[src/rtl/mf_pkg.sv]
package mf_pkg;

  typedef enum logic [1:0] {
    OP_MUL    = 2'd0,
    OP_MULH   = 2'd1,
    OP_MULHSU = 2'd2,
    OP_MULHU  = 2'd3
  } mf_op_e;

  // Low-word opcode counts as signed: its low word does not depend on signedness.
  function automatic logic src1_signed(mf_op_e op);
    return (op == OP_MUL) || (op == OP_MULH) || (op == OP_MULHSU);
  endfunction

  function automatic logic src2_signed(mf_op_e op);
    return (op == OP_MUL) || (op == OP_MULH);
  endfunction

  function automatic logic wants_high(mf_op_e op);
    return op != OP_MUL;
  endfunction

endpackage

[src/rtl/mf_mul_core.sv]
module mf_mul_core
  import mf_pkg::*;
#(
  parameter int W = 32
) (
  input  logic           clk,
  input  logic           rst_n,
  input  logic           load,
  input  logic           calc,
  input  mf_op_e         op,
  input  logic [W-1:0]   a,
  input  logic [W-1:0]   b,
  output logic [2*W-1:0] prod
);
  localparam int EW = W + 1;
  localparam int PW = 2 * W;
  localparam int FW = 2 * EW;

  logic [W-1:0] a_q, b_q;
  logic         sa_q, sb_q;

  // One signed datapath: each operand gains one bit, a copy of its sign or a zero.
  function automatic logic [PW-1:0] wide_product(logic sx, logic sy,
                                                 logic [W-1:0] x, logic [W-1:0] y);
    logic [EW-1:0] xe, ye;
    logic [FW-1:0] p;
    xe = {sx & x[W-1], x};
    ye = {sy & y[W-1], y};
    p  = $signed({{EW{xe[EW-1]}}, xe}) * $signed({{EW{ye[EW-1]}}, ye});
    return p[PW-1:0];
  endfunction

  always_ff @(posedge clk or negedge rst_n) begin
    if (!rst_n) begin
      a_q  <= '0;
      b_q  <= '0;
      sa_q <= 1'b0;
      sb_q <= 1'b0;
      prod <= '0;
    end else begin
      if (load) begin
        a_q  <= a;
        b_q  <= b;
        sa_q <= src1_signed(op);
        sb_q <= src2_signed(op);
      end
      if (calc) prod <= wide_product(sa_q, sb_q, a_q, b_q);
    end
  end

endmodule

[src/rtl/mf_fuse_detect.sv]
module mf_fuse_detect
  import mf_pkg::*;
#(
  parameter int RW = 5
) (
  input  logic          window,
  input  mf_op_e        in_op,
  input  logic [RW-1:0] in_rs1,
  input  logic [RW-1:0] in_rs2,
  input  logic [RW-1:0] cur_rs1,
  input  logic [RW-1:0] cur_rs2,
  input  logic [RW-1:0] cur_rd,
  output logic          fuse_ok
);
  logic same_srcs;   // low-word op reading the same registers, same order
  logic srcs_live;   // the high-word destination leaves both sources intact

  always_comb begin
    same_srcs = (in_op == OP_MUL) && (in_rs1 == cur_rs1) && (in_rs2 == cur_rs2);
    srcs_live = (cur_rd != cur_rs1) && (cur_rd != cur_rs2);
    fuse_ok   = window && same_srcs && srcs_live;
  end

endmodule

[src/rtl/mf_ctrl.sv]
module mf_ctrl
  import mf_pkg::*;
#(
  parameter int LAT = 3,
  parameter int RW  = 5
) (
  input  logic          clk,
  input  logic          rst_n,
  input  logic          flush,
  input  logic          in_valid,
  input  mf_op_e        in_op,
  input  logic [RW-1:0] in_rs1,
  input  logic [RW-1:0] in_rs2,
  input  logic [RW-1:0] in_rd,
  input  logic          fuse_ok,
  output logic          in_ready,
  output logic          take_new,
  output logic          calc,
  output logic          window,
  output logic          out_valid,
  output logic          sel_lo,
  output logic          wb_second,
  output logic [RW-1:0] out_rd,
  output logic [RW-1:0] cur_rs1,
  output logic [RW-1:0] cur_rs2,
  output logic [RW-1:0] cur_rd
);
  localparam int CW = (LAT < 2) ? 1 : $clog2(LAT);

  typedef enum logic [1:0] {S_IDLE, S_RUN, S_WB1, S_WB2} st_e;

  st_e           st;
  logic [CW-1:0] cnt;
  mf_op_e        cur_op;
  logic [RW-1:0] lo_rd;
  logic          fused_pend;
  logic          win_closed;
  logic          take_fused;
  logic          idle;

  always_comb begin
    idle       = (st == S_IDLE);
    window     = (st == S_RUN) && wants_high(cur_op) && !fused_pend && !win_closed;
    in_ready   = !flush && (idle || fuse_ok);
    take_new   = in_valid && in_ready && idle;
    take_fused = in_valid && in_ready && !idle;
    calc       = (st == S_RUN) && (cnt == '0);
    wb_second  = (st == S_WB2);
    out_valid  = ((st == S_WB1) || (st == S_WB2)) && !flush;
    sel_lo     = wb_second || (cur_op == OP_MUL);
    out_rd     = wb_second ? lo_rd : cur_rd;
  end

  always_ff @(posedge clk or negedge rst_n) begin
    if (!rst_n) begin
      st         <= S_IDLE;
      cnt        <= '0;
      cur_op     <= OP_MUL;
      cur_rs1    <= '0;
      cur_rs2    <= '0;
      cur_rd     <= '0;
      lo_rd      <= '0;
      fused_pend <= 1'b0;
      win_closed <= 1'b0;
    end else if (flush) begin
      st         <= S_IDLE;
      cnt        <= '0;
      fused_pend <= 1'b0;
      win_closed <= 1'b0;
    end else begin
      unique case (st)
        S_IDLE: if (take_new) begin
          st         <= S_RUN;
          cnt        <= '0;
          cur_op     <= in_op;
          cur_rs1    <= in_rs1;
          cur_rs2    <= in_rs2;
          cur_rd     <= in_rd;
          fused_pend <= 1'b0;
          win_closed <= 1'b0;
        end
        S_RUN: begin
          // The first operation offered after a high-word op decides pairing.
          if (take_fused) begin
            fused_pend <= 1'b1;
            lo_rd      <= in_rd;
          end else if (window && in_valid) begin
            win_closed <= 1'b1;
          end
          if (cnt == CW'(LAT - 1)) st <= S_WB1;
          else                     cnt <= cnt + 1'b1;
        end
        S_WB1: st <= fused_pend ? S_WB2 : S_IDLE;
        S_WB2: begin
          st         <= S_IDLE;
          fused_pend <= 1'b0;
        end
        default: st <= S_IDLE;
      endcase
    end
  end

  // a write-back cycle never accepts new work
  p_busy_blocks_r5: assert property (@(posedge clk) disable iff (!rst_n)
    out_valid |-> !in_ready);

  // after a flush no write-back follows
  p_flush_drops_r10: assert property (@(posedge clk) disable iff (!rst_n)
    flush |=> !out_valid);

  // a paired low word leaves right behind its high word
  p_pair_adjacent_r6: assert property (@(posedge clk) disable iff (!rst_n)
    (st == S_WB1 && fused_pend && !flush) |=> (out_valid || flush));

  // pairing only when the high destination spares both sources
  p_fuse_safe_r8: assert property (@(posedge clk) disable iff (!rst_n)
    take_fused |-> (cur_rd != in_rs1 && cur_rd != in_rs2));

  // pairing only behind a high-word operation
  p_fuse_after_high_r9: assert property (@(posedge clk) disable iff (!rst_n)
    take_fused |-> (cur_op != OP_MUL && in_op == OP_MUL));

endmodule

[src/rtl/mulfuse_unit.sv]
module mulfuse_unit
  import mf_pkg::*;
#(
  parameter int XW  = 32,
  parameter int RW  = 5,
  parameter int LAT = 3
) (
  input  logic          clk,
  input  logic          rst_n,
  input  logic          flush,
  input  logic          in_valid,
  output logic          in_ready,
  input  logic [1:0]    in_op,
  input  logic [RW-1:0] in_rs1,
  input  logic [RW-1:0] in_rs2,
  input  logic [RW-1:0] in_rd,
  input  logic [XW-1:0] in_a,
  input  logic [XW-1:0] in_b,
  output logic          out_valid,
  output logic [RW-1:0] out_rd,
  output logic [XW-1:0] out_data
);
  localparam int PW = 2 * XW;

  mf_op_e        op_e;
  logic          fuse_ok;
  logic          take_new;
  logic          calc;
  logic          window;
  logic          sel_lo;
  logic          wb_second;
  logic [RW-1:0] cur_rs1, cur_rs2, cur_rd;
  logic [PW-1:0] prod;

  assign op_e = mf_op_e'(in_op);

  mf_ctrl #(.LAT(LAT), .RW(RW)) u_ctrl (
    .clk(clk), .rst_n(rst_n), .flush(flush), .in_valid(in_valid),
    .in_op(op_e), .in_rs1(in_rs1), .in_rs2(in_rs2), .in_rd(in_rd),
    .fuse_ok(fuse_ok), .in_ready(in_ready), .take_new(take_new), .calc(calc),
    .window(window), .out_valid(out_valid), .sel_lo(sel_lo),
    .wb_second(wb_second), .out_rd(out_rd),
    .cur_rs1(cur_rs1), .cur_rs2(cur_rs2), .cur_rd(cur_rd)
  );

  mf_fuse_detect #(.RW(RW)) u_detect (
    .window(window), .in_op(op_e), .in_rs1(in_rs1), .in_rs2(in_rs2),
    .cur_rs1(cur_rs1), .cur_rs2(cur_rs2), .cur_rd(cur_rd), .fuse_ok(fuse_ok)
  );

  mf_mul_core #(.W(XW)) u_core (
    .clk(clk), .rst_n(rst_n), .load(take_new), .calc(calc),
    .op(op_e), .a(in_a), .b(in_b), .prod(prod)
  );

  assign out_data = sel_lo ? prod[XW-1:0] : prod[PW-1:XW];

  // the paired low word comes from the product already formed
  p_same_product_r6: assert property (@(posedge clk) disable iff (!rst_n)
    wb_second |-> $stable(prod));

endmodule

[config.mk]
export PLATFORM = sky130hd
export DESIGN_NAME = mulfuse_unit
export DESIGN_NICKNAME = d
export VERILOG_FILES = /design/src/rtl/mf_pkg.sv /design/src/rtl/mf_mul_core.sv /design/src/rtl/mf_fuse_detect.sv /design/src/rtl/mf_ctrl.sv /design/src/rtl/mulfuse_unit.sv
export SDC_FILE = /design/constraint.sdc
export NUM_CORES = 2
export LEC_CHECK = 0
export ABC_AREA = 1
export CELL_PAD_IN_SITES_DETAIL_PLACEMENT = 0
export CELL_PAD_IN_SITES_GLOBAL_PLACEMENT = 1
export CORE_UTILIZATION = 40
export CTS_BUF_LIST = sky130_fd_sc_hd__clkbuf_8
export CTS_CLUSTER_SIZE = 16
export DETAILED_ROUTE_END_ITERATION = 10
export DONT_BUFFER_PORTS = 1
export GPL_ROUTABILITY_DRIVEN = 0
export GPL_TIMING_DRIVEN = 0
export PLACE_DENSITY = 0.73
export SKIP_CTS_REPAIR_TIMING = 1
export SLEW_MARGIN = 25
export SYNTH_ARGS = -nofsm -noshare
export SYNTH_HDL_FRONTEND = slang
export SYNTH_SLANG_ARGS = --single-unit
[constraint.sdc]
create_clock -name clk -period 7.9 [get_ports clk]
set_input_delay 1.58 -clock clk [delete_from_list [all_inputs] [get_ports clk]]
set_output_delay 1.58 -clock clk [all_outputs]
set_load 0.01 [all_outputs]
After elaboration in Yosys (flattened, before gate mapping)
Index checks and enable logic that the tools add are counted.

cells by class
  add/subtract/negate cells = 1
  $mul = 1
  equal/unequal tests = 16
  multiplexer cells = 19
  bitwise logic cells = 3
  reductions and logical operators = 37

operators by type and width
  kind                 number
  $mul 33x33->64       1
  $mux 32              1
  $logic_and 1x1->1    15
  $ne 3x3->1 const B   5
  $mux 2               7
  $reduce_and 3->1     4
  $eq 5x5->1           2
  $ne 5x5->1           2
  $eq 2x2->1 const B   4
  $logic_not 2->1      4
  $pmux 2 s4           1
  $mux 1               6
  $logic_or 1x1->1     5
  $mux 5               1
  $eq 2x1->1 const B   2
  $logic_not 1->1      4
  $pmux 2 s2           1
  $reduce_and 4->1     1
  $reduce_bool 4->1    1
  $ne 3x2->1 const B   1
  $pmux 1 s3           1
  $reduce_bool 3->1    1
  $add 2x1->2 const B  1
  $and 1x1->1          2
  4 further kinds      4

word-level totals
  register bits after elaboration = 158
  input bits = 85
  output and inout bits = 39
  logic and storage cells = 91

Logic depth before layout (Yosys ltp)
  word-level depth = 13
  depth in mapped cells = 35
  depth with buffers taken out = 33

Cells and area by module
From an unflattened synthesis, not the netlist that was laid out.

unflattened totals
  cells, all modules = 5973
  area total of the unflattened synthesis = 47152.7 um^2

by module, submodules not included
  module          times used  cells each  area each (um^2)  sequential area each (um^2)
  mf_mul_core     1           5617        44943.1           3253.1
  mf_ctrl         1           164         1347.5            700.7
  mulfuse_unit    1           104         491.7             0.0
  mf_fuse_detect  1           88          370.4             0.0

Worst setup path after synthesis
OpenSTA, ideal clock, no wires.

  path kind = register to register
  start = register u_core.a_q[31]
  end = register u_core.prod[54]
  setup time = 0.117 ns
  arrival = 7.337 ns
  data required time = 7.783 ns
  path slack = 0.445 ns
  stages on the path, launching flop included = 29
  path buffers = 2
  period minus slack after synthesis = 7.455 ns
  cell sequence = dfrtp_1 -> buf_2 -> clkbuf_1 -> nand2_1 -> nor2_1 -> fa_1 -> fa_1 -> fa_1 -> inv_1 -> fa_1 -> inv_1 -> fa_1 -> fa_1 -> inv_1 -> fa_1 -> inv_1 -> fa_1 -> ha_1 -> nand2_1 -> nor2_1 -> inv_1 -> nor2_1 -> nand2_1 -> nor3_1 -> nand2_1 -> nand3_1 -> nand2_1 -> nand3_1 -> nand2_1

between the ends
  cells in the longest elaborated chain, start to end = 2

RTL lines
  what                      line               RTL
  start: declaration        mf_mul_core.sv:19  logic [W-1:0] a_q, b_q;
  start signal: assignment  mf_mul_core.sv:35  a_q <= '0;
  start signal: assignment  mf_mul_core.sv:42  a_q <= a;
  $and 1x1->1               mf_mul_core.sv:27  xe = {sx & x[W-1], x};
  $mul 33x33->64 *          mf_mul_core.sv:29  p = $signed({{EW{xe[EW-1]}}, xe}) * $signed({{EW{ye[EW-1]}}, ye});
  end signal: assignment    mf_mul_core.sv:47  if (calc) prod <= wide_product(sa_q, sb_q, a_q, b_q);
  end: declaration          mf_mul_core.sv:13  output logic [2*W-1:0] prod

Mark *: on every way between the ends. The rest lies on a longest branch, timed or not.
A chain may end at the register's enable or synchronous reset.

Worst setup path after layout
  start = register u_core.a_q[16]
  end = register u_core.prod[35]

between the ends
  cells in the longest elaborated chain, start to end = 1

RTL lines
  what            line
  $mul 33x33->64  mf_mul_core.sv:29

Every way passes these cells.

==> qor.txt <==
DRT Pass-1 Iters - 8
YS warnings - 0
Max FO, Critical Path - 10
DR WL met2 - 77920 um
Dpl cells - 7508
Netlist cell types - 42
Most common cell after layout, fill and taps aside - nand2_1
H-tree depth - 4
Leading cell types in the layout, fill and taps excluded - nand2_1, inv_1, fa_1, ha_1, nor2_1
CTS Buffer Depth - 2
Final wirelength - 177200 um
DRC viols - 0
Worst skew pair latency - 590 ps
Ys flop type - dfrtp_1
Status - finished, final reports clean
Top post-synthesis cells by area - fa_1, nand2_1, inv_1
Min-Delay Path Class - flip-flop to flip-flop
Synth Instances - 5984
Overall die area - 0.1190 sq mm
WL met3 - 16520 um
Vias in the first global route - 39.40k
Worst path arrival time - 8260 ps
DP Area - 0.04898 sq mm
CP Capture Type - flip-flop
Synth Cell Area - 0.04706 sq mm
Total stage count of the critical path - 27
Met1 wire length - 70380 um
Via density - 5.024
Wirelength per Cell - 23.54 um
Synth Register Bits - 158
R2r endpoint - u_core.prod[35]$_DFFE_PN0P_
Register area share after synthesis - 8.402%
Clock Sinks - 158
EDFF count, synth - 0
Bufs and invs on worst path - 6
Final Hold Fails - 0
Max frequency - 0.1281 GHz
CTS tree - yes
Slowest Stage Delay on Critical Path - 590 ps
Worst Setup SP - u_core.a_q[16]$_DFFE_PN0P_
Worst path slowest cell - fa_1
Vias - 37.81k
Largest net degree at the start of global routing - 159
Crit path required time - 8350 ps
Post-synthesis async set-or-reset flop share - 100.0%
I/O Buffers - 0
Initial Util - 40.44%
Avg Inst Size Synth - 7.864 sq um
Final Max Slew Viols - 0
Net Count, Synth - 7413
Worst R2R Path Depth - 27
RSZ-0062 raised after global routing - true
Total congestion overflow - 0
Top sig layer - met5
Relative max-transition margin - 25.22%
Die extent in x - 345.0 um
Final Setup Violations - 0
Clk slew on worst S/H paths - 100 ps
DRT antenna net count - 0
R2r startpoint - u_core.a_q[16]$_DFFE_PN0P_
Startpoint class of the critical path - flip-flop
FP Rows - 125
WS Path Type - flip-flop to flip-flop
Total track usage - 31.14%
Setup Skew - 23.42 ps
Total of max-cap violations - 0
Final #Nets - 7418
First-pass GRT wire length - 263600 um
Crit share post-route - 98.82%
Initial antenna violation count - 6
Design Area, Final - 0.05037 sq mm
Worst path most repeated cell - fa_1
Layout fillers - 11.99k
Largest delay share family, worst path - adder cells
Actual slew at the worst max-slew pin - 1122 ps
Reg-to-reg slack, setup - 90 ps
Num CTS Buffers - 17
Fin crit period - 7807 ps
Non-filler cells, final - 7527
Yosys top cell by area - fa_1
Fraction of layout cells with a size suffix above 1 - 7.464%
Initial DRC count - 3549
Area share of the largest cell type after synthesis - 47.86%
Final design utilization - 43.28%
CP Capture Point - u_core.prod[35]$_DFFE_PN0P_
Core footprint - 0.1164 sq mm
DP HPWL - 150700 um
DIE HEIGHT - 345.0 um
P&R area growth vs syn - 7.033%
IO Pins - 124
Root buffer cell - clkbuf_8
[worst min path at each step]
| stage | slack (ps) | from | depth (start not counted) | to |
|---|---|---|---|---|
| after floorplan | 440 | u_ctrl.cur_op[1]$_DFFE_PN0P_ | 2 | u_ctrl.cur_op[1]$_DFFE_PN0P_ |
| after global placement | 460 | u_core.prod[5]$_DFFE_PN0P_ | 2 | u_core.prod[5]$_DFFE_PN0P_ |
| after detailed placement | 460 | u_ctrl.cur_op[0]$_DFFE_PN0P_ | 2 | u_ctrl.cur_op[0]$_DFFE_PN0P_ |
| after CTS | 480 | u_ctrl.cnt[0]$_DFFE_PN0P_ | 1 | u_ctrl.cnt[0]$_DFFE_PN0P_ |
| after global routing | 490 | u_ctrl.cnt[0]$_DFFE_PN0P_ | 1 | u_ctrl.cnt[0]$_DFFE_PN0P_ |
| final | 480 | u_ctrl.cnt[0]$_DFFE_PN0P_ | 1 | u_ctrl.cnt[0]$_DFFE_PN0P_ |
[layer usage]
metal / up-vias / track usage [%]
li1: 16684 / -
met3: 434 / 6.437
met2: 1622 / 47.45
met4: 6 / 18.23
met5: - / 0
met1: 19066 / 41.07
[area by class of cell]
cell class	count	area (sq um)	share of cell area, %
Inverter	1712	6445	12.80
Timing Repair Buffer	37	301.5	0.5987
Clock inverter	12	110.1	0.2186
Sequential cell	158	4029	7.999
Clock buffer	20	275.3	0.5465
Buffer	244	1319	2.618
Multi-Input combinational cell	3818	35970	71.42
Timing Repair inverter	1	7.507	0.01490
Tap cell	1524	1907	3.786
Antenna cell	1	2.502	0.004968
[cell usage after synthesis (7+ instances only)]
| cell type | instances |
|---|---|
| a21oi_1 | 72 |
| buf_1 | 7 |
| nor2_1 | 183 |
| nand4_1 | 25 |
| nor3_1 | 13 |
| nand2_1 | 1850 |
| nand3b_1 | 8 |
| or2_2 | 8 |
| buf_2 | 14 |
| xnor2_1 | 25 |
| fa_1 | 1125 |
| nor2_2 | 8 |
| nand3_1 | 109 |
| clkbuf_1 | 275 |
| o21bai_1 | 12 |
| ha_1 | 219 |
| o21ai_0 | 79 |
| o21ai_1 | 17 |
| mux2_2 | 17 |
| inv_1 | 1707 |
| dfrtp_1 | 158 |
| xor2_1 | 8 |
| nand3_2 | 9 |
[metrics by stage]
step | hold slack [ps] | setup TNS, ps | worst slack, ps
2_1_floorplan | 442.6 | 0 | 445.1
3_3_place_gp | 457.6 | -54420 | -2417
3_5_place_dp | 461.6 | -52120 | -2294
4_1_cts | 480.6 | -54390 | -2354
5_1_grt | 492.4 | -85.44 | -40.52
6_report | 478.8 | 0 | 92.89
[registers in the layout, indices dropped and copies added, names as in the netlist]
| register | cells |
|---|---|
| u_core.sb_q | 1 |
| u_core.a_q | 32 |
| u_ctrl.cur_rs2 | 5 |
| u_ctrl.cur_rd | 5 |
| u_ctrl.lo_rd | 5 |
| u_core.prod | 64 |
| u_ctrl.cur_rs1 | 5 |
| u_ctrl.st | 2 |
| u_core.sa_q | 1 |
| u_ctrl.cur_op | 2 |
| u_core.b_q | 32 |
| u_ctrl.fused_pend | 1 |
| u_ctrl.win_closed | 1 |
| u_ctrl.cnt | 2 |
[worst register-to-register path, stage by stage (launching register included)]
cell and delay (ps):
dfrtp_2 560, buf_2 500, nand2_1 100, inv_1 100
fa_1 460, fa_1 570, inv_1 60, fa_1 530
inv_1 60, fa_1 480, fa_1 590, fa_1 470
fa_1 520, inv_1 50, fa_1 500, inv_1 140
ha_2 480, nand2_1 140, nor2_2 230, nand2_2 160
nor3_4 220, nand2_2 90, nand3_2 140, nand2_1 100
nand2_1 80, nand2_1 50, nand3_1 180, o21ai_0 120
[cells by family after synthesis]
| kind of cell | synth area share (%) |
|---|---|
| xor+xnor | 0.6142 |
| simple gates | 18.59 |
| buf+inv | 16.05 |
| mux | 0.4281 |
| flops | 8.402 |
| compound gates | 2.233 |
| fa+ha+maj | 53.68 |
Power is not shown: default switching activity piles up to over one toggle a cycle in this logic, so the estimate is an artifact.
